## config.mk

```make
export PLATFORM = sky130hd
export DESIGN_NAME = cs_timing_decoder
export DESIGN_NICKNAME = d
export VERILOG_FILES = /design/src/rtl/csdec_pkg.sv /design/src/rtl/cs_region_match.sv /design/src/rtl/cs_prio_pick.sv /design/src/rtl/cs_delay_calc.sv /design/src/rtl/cs_wait_ctr.sv /design/src/rtl/cs_timing_decoder.sv
export SDC_FILE = /design/constraint.sdc
export NUM_CORES = 1
export LEC_CHECK = 0
export CELL_PAD_IN_SITES_DETAIL_PLACEMENT = 0
export CELL_PAD_IN_SITES_GLOBAL_PLACEMENT = 1
export CORE_AREA = 3 3 116 118
export CTS_CLUSTER_SIZE = 28
export DETAILED_ROUTE_END_ITERATION = 6
export DIE_AREA = 0 0 119 121
export DONT_BUFFER_PORTS = 1
export HOLD_SLACK_MARGIN = 0.06
export PLACE_DENSITY = 0.65
export SKIP_LAST_GASP = 1
export SYNTH_ARGS = -nofsm -noshare
export SYNTH_HDL_FRONTEND = slang
export SYNTH_SLANG_ARGS = --single-unit
```

## constraint.sdc

```tcl
create_clock -name clk -period 5.6 [get_ports clk]
set_input_delay 1.4 -clock clk [delete_from_list [all_inputs] [get_ports clk]]
set_output_delay 1.4 -clock clk [all_outputs]
set_load 0.05 [all_outputs]
```

## src/rtl/csdec_pkg.sv

```systemverilog
// Package: shared field positions and memory-kind codes for the
// chip-select timing decoder. Assumes 32-bit configuration words.
package csdec_pkg;
    localparam int REG_W   = 32;
    localparam int EN_BIT  = 0;
    localparam int KIND_LO = 4;
    localparam int KIND_W  = 3;
    localparam int SEL_LO  = 16;
    localparam int DLY_W   = 9;

    typedef enum logic [KIND_W-1:0] {
        MK_SDRAM = 3'd0,
        MK_SSRAM = 3'd1,
        MK_ASYNC = 3'd2,
        MK_SYNC  = 3'd3
    } mem_kind_e;
endpackage

```

## src/rtl/cs_region_match.sv

```systemverilog
// Module: compares one bank's region select against the bus address
// under the shared mask. Assumes SEL_W + SHIFT <= ADDR_W.
module cs_region_match
    import csdec_pkg::*;
#(
    parameter int ADDR_W = 32,
    parameter int SEL_W  = 8,
    parameter int SHIFT  = 22
) (
    input  logic [REG_W-1:0]  csc_i,
    input  logic [SEL_W-1:0]  mask_i,
    input  logic [ADDR_W-1:0] addr_i,
    output logic              match_o
);
    logic [ADDR_W-1:0] mask_w;
    logic [ADDR_W-1:0] sel_w;

    // Align mask and select to the region boundary, then compare.
    always_comb begin
        mask_w  = ADDR_W'(mask_i) << SHIFT;
        sel_w   = ADDR_W'(csc_i[SEL_LO +: SEL_W]) << SHIFT;
        match_o = csc_i[EN_BIT] && ((addr_i & mask_w) == sel_w);
    end
endmodule

```

## src/rtl/cs_prio_pick.sv

```systemverilog
// Module: fixed-priority picker, lowest index wins. Output is one-hot
// or zero.
module cs_prio_pick #(
    parameter int N = 4
) (
    input  logic [N-1:0] req_i,
    output logic [N-1:0] pick_o,
    output logic         any_o
);
    // Scan from the top down so the lowest set index is kept last.
    always_comb begin
        pick_o = '0;
        for (int i = N - 1; i >= 0; i--) begin
            if (req_i[i]) begin
                pick_o    = '0;
                pick_o[i] = 1'b1;
            end
        end
        any_o = |req_i;
    end
endmodule

```

## src/rtl/cs_delay_calc.sv

```systemverilog
// Module: derives the wait-state count from one timing word, the memory
// kind and the access direction. Purely combinational.
module cs_delay_calc
    import csdec_pkg::*;
(
    input  logic [REG_W-1:0]  tms_i,
    input  logic [KIND_W-1:0] kind_i,
    input  logic              wr_i,
    output logic [DLY_W-1:0]  dly_o
);
    logic [DLY_W-1:0] async_rd;
    logic [DLY_W-1:0] async_wr;

    // Field sums for asynchronous banks.
    always_comb begin
        async_rd = DLY_W'(tms_i[7:0]) + DLY_W'(tms_i[11:8]);
        async_wr = DLY_W'(tms_i[15:12]) + DLY_W'(tms_i[19:16]) + DLY_W'(tms_i[25:20]);
    end

    // Select the formula by memory kind.
    always_comb begin
        case (mem_kind_e'(kind_i))
            MK_ASYNC: dly_o = wr_i ? async_wr : async_rd;
            MK_SDRAM: dly_o = DLY_W'(3) + DLY_W'(tms_i[5:4]);
            default:  dly_o = DLY_W'(2);
        endcase
    end
endmodule

```

## src/rtl/cs_wait_ctr.sv

```systemverilog
// Module: down-counter that runs for the loaded number of cycles and then
// emits a one-cycle ready pulse. Assumes load_i >= 1.
module cs_wait_ctr
    import csdec_pkg::*;
(
    input  logic             clk,
    input  logic             rst_n,
    input  logic             start_i,
    input  logic [DLY_W-1:0] load_i,
    output logic             busy_o,
    output logic             rdy_o
);
    logic [DLY_W-1:0] cnt_q;

    // Load on start, count down while busy, pulse ready on the last count.
    always_ff @(posedge clk) begin
        if (!rst_n) begin
            cnt_q  <= '0;
            busy_o <= 1'b0;
            rdy_o  <= 1'b0;
        end else begin
            rdy_o <= 1'b0;
            if (start_i) begin
                cnt_q  <= load_i;
                busy_o <= 1'b1;
            end else if (busy_o) begin
                if (cnt_q == DLY_W'(1)) begin
                    busy_o <= 1'b0;
                    rdy_o  <= 1'b1;
                end else begin
                    cnt_q <= cnt_q - DLY_W'(1);
                end
            end
        end
    end
endmodule

```

## src/rtl/cs_timing_decoder.sv

```systemverilog
// Module: top of the chip-select decoder. It decodes the address against
// every bank, picks the lowest matching bank, computes its wait count and
// times the access. Assumes requests are only taken while idle.
module cs_timing_decoder
    import csdec_pkg::*;
#(
    parameter int NUM_CS       = 4,
    parameter int ADDR_W       = 32,
    parameter int SEL_W        = 8,
    parameter int REGION_SHIFT = 22
) (
    input  logic                    clk,
    input  logic                    rst_n,
    input  logic [NUM_CS*REG_W-1:0] csc_all_i,
    input  logic [NUM_CS*REG_W-1:0] tms_all_i,
    input  logic [SEL_W-1:0]        region_mask_i,
    input  logic                    req_i,
    input  logic                    wr_i,
    input  logic [ADDR_W-1:0]       addr_i,
    output logic [NUM_CS-1:0]       cs_o,
    output logic                    hit_o,
    output logic                    rdy_o
);
    logic [NUM_CS-1:0] match_vec;
    logic [NUM_CS-1:0] pick_vec;
    logic              pick_any;
    logic [REG_W-1:0]  win_csc;
    logic [REG_W-1:0]  win_tms;
    logic [DLY_W-1:0]  raw_dly;
    logic [DLY_W-1:0]  load_dly;
    logic              busy;
    logic              accept;

    for (genvar g = 0; g < NUM_CS; g++) begin : g_bank
        cs_region_match #(
            .ADDR_W(ADDR_W),
            .SEL_W (SEL_W),
            .SHIFT (REGION_SHIFT)
        ) u_match (
            .csc_i  (csc_all_i[g*REG_W +: REG_W]),
            .mask_i (region_mask_i),
            .addr_i (addr_i),
            .match_o(match_vec[g])
        );
    end

    cs_prio_pick #(.N(NUM_CS)) u_pick (
        .req_i (match_vec),
        .pick_o(pick_vec),
        .any_o (pick_any)
    );

    // One-hot mux of the winning bank's configuration words.
    always_comb begin
        win_csc = '0;
        win_tms = '0;
        for (int i = 0; i < NUM_CS; i++) begin
            win_csc |= {REG_W{pick_vec[i]}} & csc_all_i[i*REG_W +: REG_W];
            win_tms |= {REG_W{pick_vec[i]}} & tms_all_i[i*REG_W +: REG_W];
        end
    end

    cs_delay_calc u_dly (
        .tms_i (win_tms),
        .kind_i(win_csc[KIND_LO +: KIND_W]),
        .wr_i  (wr_i),
        .dly_o (raw_dly)
    );

    // A miss or a zero delay still takes one cycle.
    always_comb begin
        if (!pick_any || raw_dly == '0) load_dly = DLY_W'(1);
        else                            load_dly = raw_dly;
    end

    assign accept = req_i && !busy;

    // Hold the decode result of the accepted access.
    always_ff @(posedge clk) begin
        if (!rst_n) begin
            cs_o  <= '0;
            hit_o <= 1'b0;
        end else if (accept) begin
            cs_o  <= pick_vec;
            hit_o <= pick_any;
        end
    end

    cs_wait_ctr u_wait (
        .clk    (clk),
        .rst_n  (rst_n),
        .start_i(accept),
        .load_i (load_dly),
        .busy_o (busy),
        .rdy_o  (rdy_o)
    );
endmodule

```

Word level (Yosys, flattened, before mapping)
Cells that the tools add are included.
{"block": "word_totals", "ff_bits": 16, "output_inout_bits": 6, "wordCells": 62}
{"block": "op_classes", "n_addsub": 5, "eq_ne": 7, "mux": 14, "bitwise": 17, "n_reduce_logical": 14}
{"op": "32-bit by 30-bit equality test with 1-bit output", "n": 4}
{"op": "26-bit bitwise AND", "n": 4}
{"op": "26-bit bitwise OR", "n": 3}
{"op": "9-bit 2-to-1 mux", "n": 5}
{"op": "32-bit by 30-bit bitwise AND with 32-bit output", "n": 1}
{"op": "7-bit bitwise AND", "n": 4}
{"op": "7-bit bitwise OR", "n": 3}
{"op": "9-bit case mux with 2 select lines", "n": 1}
{"op": "4-bit 2-to-1 mux", "n": 4}
{"op": "8-bit by 4-bit adder with 9-bit output", "n": 1}
{"op": "9-bit by 6-bit adder with 9-bit output", "n": 1}
{"op": "9-bit by 1-bit equality test with 1-bit output, second input constant", "n": 1}
{"op": "9-bit logical NOT", "n": 1}
{"op": "9-bit by 1-bit subtractor with 9-bit output, second input constant", "n": 1}
{"op": "4-bit by 4-bit adder with 5-bit output", "n": 1}
{"op": "1-bit logical AND", "n": 5}
{"op": "1-bit 2-to-1 mux", "n": 4}
{"op": "4-bit OR reduction", "n": 1}
{"op": "2-bit by 2-bit adder with 3-bit output, first input constant", "n": 1}
{"op": "3-bit by 2-bit equality test with 1-bit output, second input constant", "n": 1}
{"op": "3-bit logical NOT", "n": 1}
{"op": "3-bit OR reduction", "n": 1}
{"op": "1-bit logical NOT", "n": 2}
{"op": "2-bit inequality test, second input constant", "n": 1}
{"op": "other kinds (4)", "n": 5}

Longest topological paths before layout
Gate-level depths: netlist (run 1).
{"block": "depth", "depth_word": 19, "ltp_mapped": 24, "mapped_depth_nobuf": 22}

Modules after synthesis
From an unflattened synthesis (run 1), not the netlist that was laid out.
{"block": "hier_totals", "cells_unflattened": 395, "area_unflattened_um2": 2956.6}
{"module": "cs_timing_decoder", "n_inst": 1, "cells_per_inst": 150, "area_each_um2": 1114.8}
{"module": "cs_delay_calc", "n_inst": 1, "cells_per_inst": 89, "area_each_um2": 698.2}
{"module": "cs_wait_ctr", "n_inst": 1, "cells_per_inst": 71, "area_each_um2": 603.1}
{"module": "cs_region_match", "n_inst": 4, "cells_per_inst": 20, "area_each_um2": 125.1}
{"module": "cs_prio_pick", "n_inst": 1, "cells_per_inst": 5, "area_each_um2": 40.0}

Worst setup path after synthesis (run 1)
OpenSTA, ideal clock, no wires.
{"block": "synth_timing", "kind": "input-to-reg", "startpoint": "input csc_all_i[49]", "endpoint": "register u_wait.cnt_q[0]", "t_arrival_ns": 5.684, "required_ns": 5.504, "setup_slack_ns": -0.179, "cell_stages": 24, "path_buffers": 2, "path_cell_list": "and3_2 o22ai_1 or4_1 nor2_2 buf_2 nor3_1 clkbuf_1 a221o_1 o21ai_0 nand2_1 ha_1 inv_1 fa_1 inv_1 ha_1 a21o_1 a21oi_1 o21bai_1 a21oi_1 and2_1 mux2i_1 o311ai_4 nand4b_1 o41ai_2"}
{"block": "synth_between", "elab_chain_cells": 16, "elab_cells_between_ends": 32, "classes_between": "add/sub (4); eq/ne (2); mux (6); bitwise (14); reduce/logical (6)"}
{"item": "from (decl)", "line": "cs_timing_decoder.sv:14", "source": "input logic [NUM_CS*REG_W-1:0] csc_all_i,"}
{"item": "32-bit by 30-bit equality test with 1-bit output (*)", "line": "cs_region_match.sv:22", "source": "match_o = csc_i[EN_BIT] && ((addr_i & mask_w) == sel_w);"}
{"item": "1-bit logical AND (*)", "line": "cs_region_match.sv:22"}
{"item": "4-bit 2-to-1 mux (2 in series)", "line": "cs_prio_pick.sv:14", "source": "if (req_i[i]) begin"}
{"item": "26-bit bitwise AND", "line": "cs_timing_decoder.sv:59", "source": "win_tms |= {REG_W{pick_vec[i]}} & tms_all_i[i*REG_W +: REG_W];"}
{"item": "26-bit bitwise OR (3 in series)", "line": "cs_timing_decoder.sv:59"}
{"item": "4-bit by 4-bit adder with 5-bit output", "line": "cs_delay_calc.sv:17", "source": "async_wr = DLY_W'(tms_i[15:12]) + DLY_W'(tms_i[19:16]) + DLY_W'(tms_i[25:20]);"}
{"item": "9-bit by 6-bit adder with 9-bit output", "line": "cs_delay_calc.sv:17"}
{"item": "9-bit 2-to-1 mux", "line": "cs_delay_calc.sv:23", "source": "MK_ASYNC: dly_o = wr_i ? async_wr : async_rd;"}
{"item": "9-bit case mux with 2 select lines", "line": "cs_delay_calc.sv:22", "source": "case (mem_kind_e'(kind_i))"}
{"item": "9-bit logical NOT", "line": "cs_timing_decoder.sv:72", "source": "if (!pick_any || raw_dly == '0) load_dly = DLY_W'(1);"}
{"item": "1-bit logical OR", "line": "cs_timing_decoder.sv:72"}
{"item": "9-bit 2-to-1 mux (*)", "line": "cs_timing_decoder.sv:72"}
{"item": "9-bit 2-to-1 mux (*)", "line": "cs_wait_ctr.sv:23", "source": "if (start_i) begin"}
{"item": "to (signal assigned)", "line": "cs_wait_ctr.sv:24", "source": "cnt_q <= load_i;"}
{"item": "to (signal assigned)", "line": "cs_wait_ctr.sv:31", "source": "cnt_q <= cnt_q - DLY_W'(1);"}
{"item": "to (decl)", "line": "cs_wait_ctr.sv:13", "source": "logic [DLY_W-1:0] cnt_q;"}
Every way passes the cells marked *; elsewhere a longest branch is shown, timed or not.
A chain may end at the register's enable or synchronous reset.

Worst setup path after layout (run 1)
{"block": "layout_timing", "startpoint": "input addr_i[26]", "endpoint": "register u_wait.cnt_q[0]"}
{"block": "layout_between", "elab_chain_cells": 18, "elab_cells_between_ends": 41, "classes_between": "add/sub (4); eq/ne (5); mux (8); bitwise (15); reduce/logical (9)"}
{"item": "from (decl)", "line": "cs_timing_decoder.sv:19", "source": "input logic [ADDR_W-1:0] addr_i,"}
{"item": "32-bit by 30-bit bitwise AND with 32-bit output (*)", "line": "cs_region_match.sv:22"}
{"item": "32-bit by 30-bit equality test with 1-bit output", "line": "cs_region_match.sv:22"}
{"item": "1-bit logical AND", "line": "cs_region_match.sv:22"}
{"item": "4-bit 2-to-1 mux (3 in series)", "line": "cs_prio_pick.sv:14"}
{"item": "26-bit bitwise AND", "line": "cs_timing_decoder.sv:59"}
{"item": "26-bit bitwise OR (3 in series)", "line": "cs_timing_decoder.sv:59"}
{"item": "4-bit by 4-bit adder with 5-bit output", "line": "cs_delay_calc.sv:17"}
{"item": "9-bit by 6-bit adder with 9-bit output", "line": "cs_delay_calc.sv:17"}
{"item": "9-bit 2-to-1 mux", "line": "cs_delay_calc.sv:23"}
{"item": "9-bit case mux with 2 select lines", "line": "cs_delay_calc.sv:22"}
{"item": "9-bit logical NOT", "line": "cs_timing_decoder.sv:72"}
{"item": "1-bit logical OR", "line": "cs_timing_decoder.sv:72"}
{"item": "9-bit 2-to-1 mux (*)", "line": "cs_timing_decoder.sv:72"}
{"item": "9-bit 2-to-1 mux (*)", "line": "cs_wait_ctr.sv:23"}
Marks and branches as above.

==> results of run 1 <==
[path summary, 6_finish.rpt]
check	start	to	cells past startpoint
max	addr_i[26]	u_wait.cnt_q[0]	22
min	u_wait.cnt_q[6]	u_wait.cnt_q[6]	2
max reg2reg	u_wait.busy_o	u_wait.cnt_q[4]	7
min reg2reg	u_wait.cnt_q[6]	u_wait.cnt_q[6]	2
[registers in the layout, summed over array words and instances (netlist names)]
| signal | flops |
|---|---|
| cs_o | 4 |
| u_wait.busy_o | 1 |
| u_wait.rdy_o | 1 |
| u_wait.cnt_q | 9 |
| hit_o | 1 |
[logic make-up after synthesis]
| logic type | Yosys count |
|---|---|
| AOI/OAI and AO/OA | 145 |
| xor gates and xnor gates | 24 |
| adders and majority gates | 20 |
| buffers and inverters | 32 |
| DFF | 16 |
| muxes | 4 |
| and+or+nand+nor | 189 |
[worst max-delay path: stages]
cell	delay, ns
nand2_1	0.07
buf_4	0.14
xnor2_1	0.11
or4_4	0.57
or2_4	0.27
nor3_4	0.21
buf_12	0.14
buf_6	0.11
a21o_1	0.14
inv_1	0.06
fa_1	0.55
inv_2	0.04
buf_4	0.13
fa_1	0.42
a21oi_2	0.15
nor2_1	0.06
nor2_2	0.12
o21bai_1	0.10
o2111ai_1	0.14
o31ai_2	0.13
and2_1	0.18
o41ai_2	0.30
[layout make-up]
| type | count | area share (%) |
|---|---|---|
| Clock buffer | 3 | 2.06 |
| Multi-Input combinational cell | 383 | 71.1 |
| Timing Repair Buffer | 44 | 10.7 |
| Sequential cell | 16 | 8.80 |
| Inverter | 13 | 1.34 |
| Tap cell | 172 | 5.91 |
| Antenna cell | 1 | 0.0687 |
[cell usage after synthesis (all sizes together), types with 3 or more instances]
library cell,instances
and3,26
o211a,3
nand3,12
a221o,16
nor4,5
o21ai,32
buf,9
o21bai,3
o221a,3
o22ai,9
inv,12
a211o,3
nand2,69
mux2i,4
clkbuf,10
nor2,28
fa,3
dfxtp,16
nand4,3
ha,17
nor2b,4
xnor2,13
nor3,10
nand2b,7
a21boi,5
a21oi,40
a21o,7
and2,8
xor2,11
or4,4
or3,6
[per-layer routing]
metal | wire length (um) | part of all wire, % | vias to the layer above
met4 | 175 | 1.4 | 4
li1 | - | - | 1677
met2 | 6080 | 49 | 159
met3 | 1230 | 10 | 10
met1 | 4780 | 39 | 1633
met5 | 20 | 0.16 | -
[through the flow]
step	setup TNS, ns	util [%]	power (mW)	worst slack [ns]	hold WS [ns]
floorplan	0	-	0.224	0.0319	0.450
finish	0	29.0	0.387	0.192	0.485
global placement	-1.05	26.8	0.245	-0.340	0.467
CTS	0	27.5	0.387	0.0106	0.482
global route	-0.0525	29.0	0.412	-0.0525	0.526
detailed placement	-1.51	26.8	0.247	-0.432	0.475
[repair_timing]
action	in CTS	in global routing
cloned	0	2
setup buffers	0	10
gates resized for setup	2	18
endpoints found under the setup margin	4	4
pin swaps	0	10
[power groups by stage]
stage | registers, mW | logic (mW) | clock network (mW)
after CTS | 0.133 | 0.112 | 0.142
after detailed placement | 0.136 | 0.111 | 0
final | 0.134 | 0.114 | 0.139
after global routing | 0.135 | 0.129 | 0.147
after floorplan | 0.132 | 0.0919 | 0
after global placement | 0.136 | 0.110 | 0
==> impl_results.md, run 1 <==
* DR DRC count at 0
* FF+latch count, synth at 16
* Largest family of logic cells by synthesized area: compound AO/OA/AOI/OAI gates
* Total grt overflow at 0
* Post-synthesis mux area share at 1.35%
* Simple-Gate Fraction of Synth Area at 32.7%
* Synth Area in XOR/XNOR at 7.10%
* Seq. cell area at 320 um^2
* CTS root buf: clkbuf_16
* Post-route ant nets at 0
* P_sw at 0.116 mW
* Commonest cells after routing, fill and taps aside: nand2_1, buf_4, a21oi_1
* Site row count at 41
* Vias at 3483
* Max-Cap Viols at 0
* Post-synthesis sequential area ratio at 10.8%
* Routed wire length at 12300 um
* Pint at 0.270 mW
* Placed cell area at 3370 um^2
* Maximum clock path buffer count at 2
* Syn_nets at 750
* Top Usage Layer GRT: met2
* Sw Share at 30.1%
* Cell area after synthesis at 2960 um^2
* Die width at 119 um
* Hpwl dp at 10100 um
* Core ar. at 12600 um^2
* Post-CTS Hold Fix Bufs at 0
* Arr. time, crit path at 5.56 ns
* Synth top area cells: dfxtp_1, nand2_1, ha_1
* Sequential share of power at 34.5%
* Hold WC Path Type: reg -> reg
* Endpoint type of the worst setup path: flop
* Inst Count DP at 616
* Area of the multi-input gates at 2590 um^2
* Vias in the first global route at 3318
* Startpoint types: input port
* Pwr Density at 106 nW/um^2
* Top-area cell type share of the netlist area at 10.8%
* First-pass GRT wire length at 18000 um
* Initial antenna violation count at 3
* Share of layout cells above drive strength 1 at 17.4%
* Final Cycle Share at 96.6%
* Synth Area in Adders at 9.22%
* Initial Utilization at 23.5%
* Data required, critical path at 5.75 ns
* Initial DRC count at 154
* Max VDD drop at 0.0000850 V
* Final Max Tran Viols at 0
* CP Max Fanout at 6
* Met1 Usage GRT at 18.6%
* Cts bufs inserted at 3
* Largest net degree at the start of global routing at 20
* Finished Cell Area at 3640 um^2
* Setup slack, reg-to-reg at 3.28 ns
* Die height at 121 um
* Max frequency at 185 MHz
* WL per Instance at 19.4 um
* Status: finished, final reports clean
* Warnings, synthesis at 0
* Area grow syn2layout at 23.0%
* Setup violators final at 0
* Yosys top cell by area: dfxtp_1
* GRT Util Overall at 15.6%
* Met3 Use GR at 5.69%
* Main synth FF type: dfxtp_1
* Crit path kind: in -> reg
* Nets at 781
* Leak at 1.58 nW
* CTS sink cnt at 16
* Non-filler instance count after layout at 632
* Gpl congestion at 0.824
* Worst-Skew Late Latency at 0.25 ns
* Cells after Synth at 430
* Met2 Use GR at 26.6%
* Post-synthesis cell type count at 65
* Clock network fraction of total power at 35.9%
* Slew HR at 51.1%
* CTS H-tree lvls at 1
* Clock skew at 0.00349 ns
* Fin. Hold Viols at 0
* CTS clock-pin slew for the worst setup and hold paths at 0.05 ns
* Via density at 5.51
* Avg Inst Size Synth at 6.88 um^2
* # IOs at 306
* Comb power frac at 29.6%
* Die Area at 14400 um^2
* Filler cells at 1385
* Pre-Repair DR Iteration Count at 5
* CTS tree: done
* Final min period at 5.41 ns
* Post-synth EDFFs at 0
* Commonest non-fill, non-tap cell in the layout: nand2_1
* Slew @ Worst Pin at 0.728 ns
* Compound-Gate Fraction of Synth Area at 34.3%
* Port Buf Inserts at 0
* Ys async rst share at 0%
Note: power is estimated with default switching activity, not from simulation.
==> inputs of run 2 (changes only) <==
--- a/config.mk
+++ b/config.mk
@@ -13,7 +13,7 @@
 export DIE_AREA = 0 0 119 121
 export DONT_BUFFER_PORTS = 1
 export HOLD_SLACK_MARGIN = 0.06
-export PLACE_DENSITY = 0.65
+export PLACE_DENSITY = 0.63
 export SKIP_LAST_GASP = 1
 export SYNTH_ARGS = -nofsm -noshare
 export SYNTH_HDL_FRONTEND = slang
==> constraint.sdc (replaced) <==
create_clock -name clk -period 5.1 [get_ports clk]
set_input_delay 1.275 -clock clk [delete_from_list [all_inputs] [get_ports clk]]
set_output_delay 1.275 -clock clk [all_outputs]
set_load 0.05 [all_outputs]
==> impl_results.md, run 2 (same netlist as run 1, synthesis figures left out) <==
* First-pass GRT wire length at 20500 um
* Commonest non-fill, non-tap cell in the layout: nand2_1
* Die height at 121 um
* Final min period at 5.06 ns
* Pwr Total at 0.433 mW
* Final Max Tran Viols at 0
* CTS clock-pin slew for the worst setup and hold paths at 0.05 ns
* Clock network fraction of total power at 34.8%
* Initial antenna violation count at 2
* Most flops, register: u_wait.cnt_q
* Area grow syn2layout at 25.3%
* Met3 Use GR at 9.09%
* Met1 Usage GRT at 22.8%
* Status: finished, final reports clean
* Met2 Use GR at 29.5%
* Hpwl dp at 12000 um
* CTS root buf: clkbuf_16
* Data required, critical path at 5.25 ns
* Max reg flops at 9
* Worst setup slack after layout at 0.0446 ns
* Top Usage Layer GRT: met2
* Startpoint types: input port
* Inst Count DP at 624
* RSZ-0062 raised after global routing: true
* Site row count at 41
* Largest net degree at the start of global routing at 20
* Die Area at 14400 um^2
* WL per Instance at 21.8 um
* Port Buf Inserts at 0
* Pre-Repair DR Iteration Count at 4
* Die width at 119 um
* Commonest cells after routing, fill and taps aside: nand2_1, buf_4, a21oi_1
* Setup violators final at 0
* Largest registers: u_wait.cnt_q x9, cs_o x4
* Leak at 1.59 nW
* Clock skew at 0.00342 ns
* Share of layout cells above drive strength 1 at 22.4%
* Sw Share at 29.9%
* Vias at 3475
* CP Max Fanout at 7
* Total grt overflow at 0
* Pwr Density at 117 nW/um^2
* Max-Cap Viols at 0
* Setup slack, reg-to-reg at 3.21 ns
* Pint at 0.303 mW
* Gpl congestion at 0.869
* Via density at 5.50
* Initial Utilization at 23.5%
* Worst-Skew Late Latency at 0.25 ns
* CTS sink cnt at 16
* Slew @ Worst Pin at 0.820 ns
* Hold WC Path Type: reg -> reg
* Cts bufs inserted at 3
* Fin. Hold Viols at 0
* Core ar. at 12600 um^2
* Max frequency at 198 MHz
* Crit path kind: in -> reg
* Post-route ant nets at 0
* CTS H-tree lvls at 1
* P_sw at 0.129 mW
* Maximum clock path buffer count at 2
* Endpoint type of the worst setup path: flop
* Sequential share of power at 34.0%
* Vias in the first global route at 3475
* DR DRC count at 0
* Max VDD drop at 0.0000872 V
* Hold WS at 0.484 ns
* GRT Util Overall at 18.4%
* Pre-CTS WS at -0.263 ns
* Initial DRC count at 273
* CTS tree: done
* Post-CTS Hold Fix Bufs at 0
* Slew HR at 44.5%
* Non-filler instance count after layout at 632
* Routed wire length at 13800 um
* Comb power frac at 31.2%
* Setup_tns at 0 ns
* # IOs at 306
* Final Cycle Share at 99.1%
* Nets at 781
* Arr. time, crit path at 5.20 ns
-- run 2: cell types whose count changed in the layout (fill, tap and decap cells not counted), sizes merged --
cell / change
nor3: -1
buf: +2
clkbuf: -1
-- run 2: critical path: stages --
cell      delay [ns]
a21oi_4         0.14
o22ai_2         0.11
or4_4           0.54
nor2_4          0.21
nor3_4          0.10
a22oi_1         0.16
nor2_1          0.05
a221o_1         0.28
ha_2            0.19
inv_2           0.05
fa_1            0.42
inv_2           0.10
ha_4            0.20
a21o_1          0.16
a21oi_2         0.17
o21bai_1        0.10
a21oi_2         0.16
and2_1          0.15
mux2i_2         0.09
o311ai_4        0.10
nand4b_1        0.14
o41ai_2         0.31
-- run 2: cell type report --
class	count	area [um^2]
inverter	13	48.8
sequential	16	320
fill	1421	8860
tap	172	215
timing repair buffer	45	358
clock buffer	3	75.1
antenna	1	2.50
multi-input combinational	382	2690
-- run 2: power groups by stage --
stage / combinational (mW) / sequential, mW / clock, mW
5_1_grt: 0.152 / 0.148 / 0.160
4_1_cts: 0.129 / 0.146 / 0.155
3_5_place_dp: 0.128 / 0.149 / 0
6_report: 0.135 / 0.147 / 0.151
2_1_floorplan: 0.102 / 0.145 / 0
3_3_place_gp: 0.127 / 0.149 / 0
-- run 2: path summary, 6_finish.rpt --
path,from,to,depth (start not counted)
max,addr_i[28],u_wait.cnt_q[0],22
min,u_wait.cnt_q[6],u_wait.cnt_q[6],2
max reg2reg,u_wait.busy_o,u_wait.cnt_q[4],8
min reg2reg,u_wait.cnt_q[6],u_wait.cnt_q[6],2
-- run 2: timing repair --
action	4_1_cts	5_1_grt
pin swaps	1	27
setup endpoints to repair	1	4
setup buffers	0	4
cloned	0	0
gates resized for setup	0	32
-- run 2: through the flow --
stage | area (um^2) | util, %
final | 3710 | 29.5
after global routing | 3700 | 29.5
after CTS | 3540 | 28.2
after detailed placement | 3470 | 27.6
after global placement | 3470 | 27.6
after floorplan | 3040 | -
-- run 2: routing by layer --
metal	vias up	routed length [um]
met4	4	97
li1	1668	-
met2	195	6090
met1	1596	5490
met3	12	2070
met5	-	21
